==> src/rtl/vidunpack_pkg.sv <==
package vidunpack_pkg;

  localparam int WORD_W = 32;
  localparam int PIX_W  = WORD_W / 2;
  localparam int N_CMD  = 8;

  // Command words share this pattern; the command number sits in bits 15:8.
  localparam logic [WORD_W-1:0] CMD_BASE = 32'h5500_00BC;
  localparam logic [7:0]        K_COMMA  = 8'hBC;

  typedef enum logic [2:0] {
    C_FRAME_OPEN  = 3'd0,
    C_FRAME_SHUT  = 3'd1,
    C_FILL_A      = 3'd2,
    C_FILL_B      = 3'd3,
    C_LINE_OPEN   = 3'd4,
    C_LINE_CLOSE  = 3'd5,
    C_TAIL_A      = 3'd6,
    C_TAIL_B      = 3'd7
  } cmd_e;

  typedef enum logic [1:0] {
    ST_IDLE = 2'd0,
    ST_NUM  = 2'd1,
    ST_PAY  = 2'd2
  } lineState_e;

  // Strobes that the control unit sends to the datapath.
  typedef struct packed {
    logic setSync;
    logic clrSync;
    logic loadLine;
    logic pushPix;
    logic bumpErr;
    logic flagErr;
    logic frameDone;
  } strobes_t;

endpackage

==> src/rtl/vu_ctrl.sv <==
module vu_ctrl
  import vidunpack_pkg::*;
(
  input  logic              clk,
  input  logic              rstN,
  input  logic              inValid,
  input  logic              inIsK,
  input  logic [WORD_W-1:0] inData,
  input  logic              inReady,
  output strobes_t          st
);

  logic [N_CMD-1:0] cmdHit;
  logic             accept;
  logic             isCmd;
  logic             lineOpen;
  lineState_e       stateQ, stateD;

  // One comparator per command code.
  for (genvar g = 0; g < N_CMD; g++) begin : g_cmd
    localparam logic [WORD_W-1:0] CODE = CMD_BASE | (WORD_W'(g) << 8);
    assign cmdHit[g] = (inData == CODE);
  end

  assign accept   = inValid && inReady;
  assign isCmd    = inIsK && (inData[7:0] == K_COMMA);
  assign lineOpen = (stateQ != ST_IDLE);

  always_comb begin
    st     = '0;
    stateD = stateQ;
    if (accept) begin
      if (isCmd) begin
        if (cmdHit[C_FRAME_OPEN]) begin
          st.setSync = 1'b1;
        end else if (cmdHit[C_FRAME_SHUT]) begin
          st.clrSync = 1'b1;
        end else if (cmdHit[C_FILL_A] || cmdHit[C_FILL_B]) begin
          stateD = stateQ;
        end else if (cmdHit[C_LINE_OPEN]) begin
          st.bumpErr = lineOpen;
          stateD     = ST_NUM;
        end else if (cmdHit[C_LINE_CLOSE] || cmdHit[C_TAIL_A]) begin
          stateD = ST_IDLE;
        end else if (cmdHit[C_TAIL_B]) begin
          st.frameDone = 1'b1;
          stateD       = ST_IDLE;
        end else begin
          st.flagErr = lineOpen;
        end
      end else begin
        case (stateQ)
          ST_NUM: begin
            st.loadLine = 1'b1;
            stateD      = ST_PAY;
          end
          ST_PAY:  st.pushPix = 1'b1;
          default: stateD = ST_IDLE;
        endcase
      end
    end
  end

  always_ff @(posedge clk or negedge rstN) begin
    if (!rstN) stateQ <= ST_IDLE;
    else       stateQ <= stateD;
  end

  // Pixels are only pushed once a line number has been taken.
  AST_PUSH_AFTER_NUMBER: assert property (@(posedge clk) disable iff (!rstN)
    st.pushPix |-> (stateQ == ST_PAY) && !isCmd);

  // A line close leaves the block outside any line.
  AST_CLOSE_GOES_IDLE: assert property (@(posedge clk) disable iff (!rstN)
    (accept && isCmd && cmdHit[C_LINE_CLOSE]) |=> !lineOpen);

endmodule

==> src/rtl/vu_datapath.sv <==
module vu_datapath
  import vidunpack_pkg::*;
#(
  parameter int LINE_W = 16,
  parameter int ERR_W  = 8
) (
  input  logic              clk,
  input  logic              rstN,
  input  strobes_t          st,
  input  logic [WORD_W-1:0] word,
  output logic              inReady,
  output logic [PIX_W-1:0]  pixData,
  output logic              pixValid,
  output logic              fieldSync,
  output logic [LINE_W-1:0] lineNum,
  output logic              frameEnd,
  output logic [ERR_W-1:0]  errCount,
  output logic              errFlag
);

  localparam logic [ERR_W-1:0] ERR_MAX = {ERR_W{1'b1}};

  logic [PIX_W-1:0] highHold;
  logic             pendHigh;

  assign inReady = !pendHigh;

  // Split each payload word into two pixels.
  always_ff @(posedge clk or negedge rstN) begin
    if (!rstN) begin
      pixData  <= '0;
      pixValid <= 1'b0;
      highHold <= '0;
      pendHigh <= 1'b0;
    end else if (pendHigh) begin
      pixData  <= highHold;
      pixValid <= 1'b1;
      pendHigh <= 1'b0;
    end else if (st.pushPix) begin
      pixData  <= word[PIX_W-1:0];
      highHold <= word[WORD_W-1:PIX_W];
      pixValid <= 1'b1;
      pendHigh <= 1'b1;
    end else begin
      pixValid <= 1'b0;
    end
  end

  // Field sync level, line number and frame-end pulse.
  always_ff @(posedge clk or negedge rstN) begin
    if (!rstN) begin
      fieldSync <= 1'b0;
      lineNum   <= '0;
      frameEnd  <= 1'b0;
    end else begin
      frameEnd <= st.frameDone;
      if (st.setSync)       fieldSync <= 1'b1;
      else if (st.clrSync)  fieldSync <= 1'b0;
      if (st.loadLine)      lineNum <= word[LINE_W-1:0];
    end
  end

  // Fault reporting.
  always_ff @(posedge clk or negedge rstN) begin
    if (!rstN) begin
      errCount <= '0;
      errFlag  <= 1'b0;
    end else begin
      if (st.bumpErr && (errCount != ERR_MAX)) errCount <= errCount + 1'b1;
      if (st.flagErr) errFlag <= 1'b1;
    end
  end

  AST_PIX_LOW_FIRST: assert property (@(posedge clk) disable iff (!rstN)
    st.pushPix |=> pixValid && (pixData == $past(word[PIX_W-1:0])));

  AST_PIX_HIGH_SECOND: assert property (@(posedge clk) disable iff (!rstN)
    st.pushPix |=> ##1 (pixValid && (pixData == $past(word[WORD_W-1:PIX_W], 2))));

  AST_SYNC_RAISED: assert property (@(posedge clk) disable iff (!rstN)
    st.setSync |=> fieldSync);

  AST_ERRCNT_NO_DROP: assert property (@(posedge clk) disable iff (!rstN)
    errCount >= $past(errCount));

  AST_ERRFLAG_STICKY: assert property (@(posedge clk) disable iff (!rstN)
    errFlag |=> errFlag);

endmodule

==> src/rtl/vid_cmd_unpacker.sv <==
module vid_cmd_unpacker
  import vidunpack_pkg::*;
#(
  parameter int LINE_W = 16,
  parameter int ERR_W  = 8
) (
  input  logic              clk,
  input  logic              rstN,
  input  logic              inValid,
  input  logic              inIsK,
  input  logic [31:0]       inData,
  output logic              inReady,
  output logic [15:0]       pixData,
  output logic              pixValid,
  output logic              fieldSync,
  output logic [LINE_W-1:0] lineNum,
  output logic              frameEnd,
  output logic [ERR_W-1:0]  errCount,
  output logic              errFlag
);

  strobes_t strobes;

  vu_ctrl u_ctrl (
    .clk     (clk),
    .rstN    (rstN),
    .inValid (inValid),
    .inIsK   (inIsK),
    .inData  (inData),
    .inReady (inReady),
    .st      (strobes)
  );

  vu_datapath #(
    .LINE_W (LINE_W),
    .ERR_W  (ERR_W)
  ) u_dp (
    .clk       (clk),
    .rstN      (rstN),
    .st        (strobes),
    .word      (inData),
    .inReady   (inReady),
    .pixData   (pixData),
    .pixValid  (pixValid),
    .fieldSync (fieldSync),
    .lineNum   (lineNum),
    .frameEnd  (frameEnd),
    .errCount  (errCount),
    .errFlag   (errFlag)
  );

endmodule

==> config.mk <==
export PLATFORM = sky130hd
export DESIGN_NAME = vid_cmd_unpacker
export DESIGN_NICKNAME = d
export VERILOG_FILES = /design/src/rtl/vidunpack_pkg.sv /design/src/rtl/vu_ctrl.sv /design/src/rtl/vu_datapath.sv /design/src/rtl/vid_cmd_unpacker.sv
export SDC_FILE = /design/constraint.sdc
export NUM_CORES = 1
export LEC_CHECK = 0
export BUFFER_PORTS_ARGS = -buffer_cell sky130_fd_sc_hd__buf_2
export CAP_MARGIN = 20
export CORE_UTILIZATION = 35
export CTS_CLUSTER_SIZE = 24
export DETAILED_ROUTE_END_ITERATION = 16
export PLACE_DENSITY = 0.66
export SYNTH_ARGS = -nofsm -noshare
export SYNTH_HDL_FRONTEND = slang
export SYNTH_SLANG_ARGS = --single-unit
==> constraint.sdc <==
create_clock -name clk -period 5.5 [get_ports clk]
set_clock_uncertainty 0.1 [all_clocks]
set_input_delay 0.275 -clock clk [delete_from_list [all_inputs] [get_ports clk]]
set_output_delay 0.275 -clock clk [all_outputs]
set_load 0.01 [all_outputs]
==> results.txt <==
----------------------------------------------------
[Logic synthesis]
  Yosys warns ... 0
  Number of flops mapped to enable cells by yosys ... 0
  Post-Synth Adder-Cell Area ... 0.450%
  Multiplexer fraction of the synthesized cell area ... 15.1%
  Area share of the leading cell type in the synthesized netlist ... 56.7%
  Sequential-to-total area share from yosys stat ... 56.7%
  Mean instance size in the synthesized netlist ... 13.0 um^2
  Gate count of the mapped netlist ... 214
  Cell area after synthesis ... 2780 um^2
  Cell type with the largest total area after synthesis ... dfrtp_1
  Leading cell types by total area after synthesis ... dfrtp_1 57%, mux2_2 9.3%, mux2_4 5.4%, a22o_1 4.1%, a21o_1 3.5%
  Flip-flop and latch count after synthesis ... 63
  Netlist cell types ... 39
  Top FF cell, synth ... dfrtp_1
  Post-synthesis compound-gate area fraction ... 11.3%
  Syn_nets ... 251
  Xor-xnor portion of the synthesized cell area ... 2.21%
  Largest family of logic cells by synthesized area ... multiplexers
  Area share of and/or/nand/nor cells after synthesis ... 10.6%
  Fraction of registers with async set or reset after synthesis ... 100%

[Worst setup path]
  Maximum fanout along the worst path ... 38
  Crit path required time ... 5630 ps
  Cell breakdown of the critical path ... nor2b_1, nand2_1, a21oi_4, nor2_2, a21o_1
  Critical Path AT ... 2850 ps
  Startpoint of the worst register-to-register path ... u_dp.pendHigh
  Critical Path End ... u_dp.pixData[1]
  Worst path slowest cell ... a21oi_4
  Startpoint Class ... flop
  Reg-to-Reg End ... u_dp.pixData[1]
  Worst r2r path cells ... 5
  Critical Path Max Stage Delay ... 770 ps
  Worst R2R Setup Slack ... 2780 ps
  Worst setup path startpoint ... u_dp.pendHigh
  Endpoint class of the critical path ... flop
  Category of the critical setup timing path ... reg -> reg

[Timing]
  Worst slack on hold paths ... -13.0 ps
  Worst-Margin Slew ... 1070 ps
  Period minus WS final ... 2720 ps
  Max-slew violation count ... 0
  Remaining max-slew budget at the tightest pin ... 28.9%
  Setup-violating endpoint count in the final report ... 0
  Peak Freq ... 0.367 GHz
  Setup repair after global routing missed its margin ... false
  Endpoints failing hold ... 4
  Portion of the clock cycle consumed by the worst path in the final layout ... 49.5%
  Setup total negative slack ... 0 ps

[GRT]
  Wire length of the first global-routing pass ... 10.1 mm
  Maximum number of pins on one net before global-route repair ... 64
  Initial antenna violation count ... 0
  Global route overflow ... 0
  Number of global-route vias before repair ... 2,048
  Overall global routing resource usage ... 16.0%

[Routing]
  Count of routing violations after the opening detailed-route iteration ... 116
  Drt first pass iters ... 4
  Number of DRC violations after detailed routing ... 0
  Routed WL ... 6.28 mm
  Mean number of vias per cell ... 5.03
  Vias ... 2,029
  Wire length per cell ... 15.6 um
  Count of nets left with antenna violations after detail routing ... 0

[CTS]
  Total CTS buffers ... 9
  CTS Sinks ... 63
  Number of instances resized during post-cts repair ... 0
  Cell at the root of the clock tree ... clkbuf_8
  Clock Pin Slew Worst Setup and Hold Paths ... 70 ps
  Count of buffers added by post-CTS timing repair for setup ... 0
  Hold buffers post-CTS ... 0
  Largest buffer count on any clock path ... 2
  Skew-Pair Late Insertion Delay ... 350 ps
  Depth of the CTS H-tree ... 3
  CTS tree ... built

[Worst hold path]
  Hold WC Path Type ... in -> async

[Pwr]
  Maximum vdd ir drop ... 0.104 mV
  Leakage Power ... 0.00174 uW
  Power Density ... 331 nW/um^2

[Placed design]
  Buffers added on ports ... 80
  Cell area reported after detailed placement ... 3260 um^2
  HPWL after detailed placement ... 4.45 mm
  Last weighted congestion value of the routability-driven placer ... 0.807

[Floorplan]
  Die height ... 91.1 um
  Boundary Pins ... 81
  Initial Util ... 36.2%
  Placeable core area ... 7690 um^2
  Cell Rows ... 32
  Width of the chip ... 91.1 um
  Die Footprint ... 8300 um^2

[Layout]
  Proportion of layout cells with a drive suffix above 1 ... 43.9%
  Final net count ... 334
  Antenna Diode Count ... 0
  Fin area ... 3470 um^2
  Synth-to-layout area growth ... 24.8%

[Outcome]
  Violated checks ... hold timing
  Outcome ... finished with violations

[Job]
  Number of maximum-capacitance constraint violations ... 0

----------------------------------------------------
[logic make-up (layout without fill, tap and decap cells)]
family | after synthesis | count (layout)
buffers and inverters | 18 | 105
flip-flops | 63 | 63
adder cells (fa/ha/maj) | 1 | 1
XOR/XNOR | 7 | 7
multiplexers | 34 | 34
AO/OA/AOI/OAI | 39 | 39
AND/OR/NAND/NOR | 52 | 52
[cell usage after synthesis (2+ instances only)]
library cell and count:
xnor2_1 7, mux2_2 23, mux2_4 10, a22o_1 13, nand2_1 15, o311ai_1 4
and2_1 2, nor2_1 4, nor2b_1 2, inv_1 9, clkbuf_1 3, nand3_1 7
o21ai_0 2, nor4_1 4, a21o_1 13, and3_1 6, nand4_1 3, buf_6 4
dfrtp_1 63
[critical path, delay by kind of cell (launching register included)]
kind             cells  cell delay (ps)
flip-flops           1              660
AO/OA/AOI/OAI        2             1030
AND/OR/NAND/NOR      3              790
[report_power, final]
part | internal [uW] | leakage (uW) | switching, uW
sequential | 515 | 0.000784 | 30.9
clock | 264 | 0.000109 | 177
combinational | 82.8 | 0.000847 | 80.8
total | 861 | 0.00174 | 288
[cell usage in the layout, fill, tap and decap left out, drive strengths merged]
master,n
dfrtp,63
nor4b,1
xnor2,7
a32oi,1
o211ai,1
o21ai,2
and3,6
or4,1
nand4,3
o2111a,1
clkinv,2
nor2,5
a21oi,2
nor2b,2
mux2i,1
inv,9
nand3,7
ha,1
nand4b,1
nor3b,1
a211o,1
nor4,5
and2,2
bufinv,2
nor4bb,1
clkbuf,11
nand2,15
buf,81
a22o,13
nand2b,1
mux2,33
o311ai,4
o21bai,1
a21o,13
nor3,1
[final cells by class]
class / instances / area (um^2)
Tap cell: 102 / 128
Fill cell: 762 / 4220
Clock inverter: 4 / 70.1
Multi-Input combinational cell: 133 / 1110
Timing Repair Buffer: 81 / 408
Sequential cell: 63 / 1580
Inverter: 9 / 33.8
Clock buffer: 11 / 141
[stage by stage]
stage | util (%) | power (uW) | cells | setup slack, ps | hold slack [ps]
after CTS | 45.1 | 1160 | 403 | 2800 | 24.8
after global placement | 42.4 | 715 | 388 | 2890 | 359
after floorplan | - | 641 | 214 | 3670 | -121
final | 45.1 | 1150 | 403 | 2780 | -13.0
after global routing | 45.1 | 1200 | 403 | 2510 | 74.4
after detailed placement | 42.4 | 720 | 388 | 2820 | 357
[flip-flops by register name, summed over array words and instances, names as in the netlist]
name and count:
u_dp.highHold 16, u_dp.lineNum 16, u_dp.pixData 16, u_dp.errCount 8, u_ctrl.stateQ 2, u_dp.errFlag 1, u_dp.fieldSync 1, u_dp.frameEnd 1
u_dp.pendHigh 1, u_dp.pixValid 1
[metal layers]
metal / up-vias / global-route usage (%) / routed length, um
li1: 947 / - / -
met1: 1006 / 21.9 / 3090
met2: 65 / 23.5 / 2720
met3: 11 / 3.69 / 337
met4: 0 / 8.47 / 137
met5: - / 0 / 0
[worst min-delay path by stage]
stage                     startpoint               end  slack (ps)
floorplan                       rstN  u_ctrl.stateQ[0]        -120
global placement    u_dp.pixData[14]  u_dp.pixData[14]         360
finish                          rstN  u_dp.lineNum[11]         -10
detailed placement      u_dp.errFlag      u_dp.errFlag         360
global route               inData[8]    u_dp.fieldSync          70
CTS                             rstN  u_dp.highHold[7]          20
Note: power is estimated with default switching activity, not from simulation.
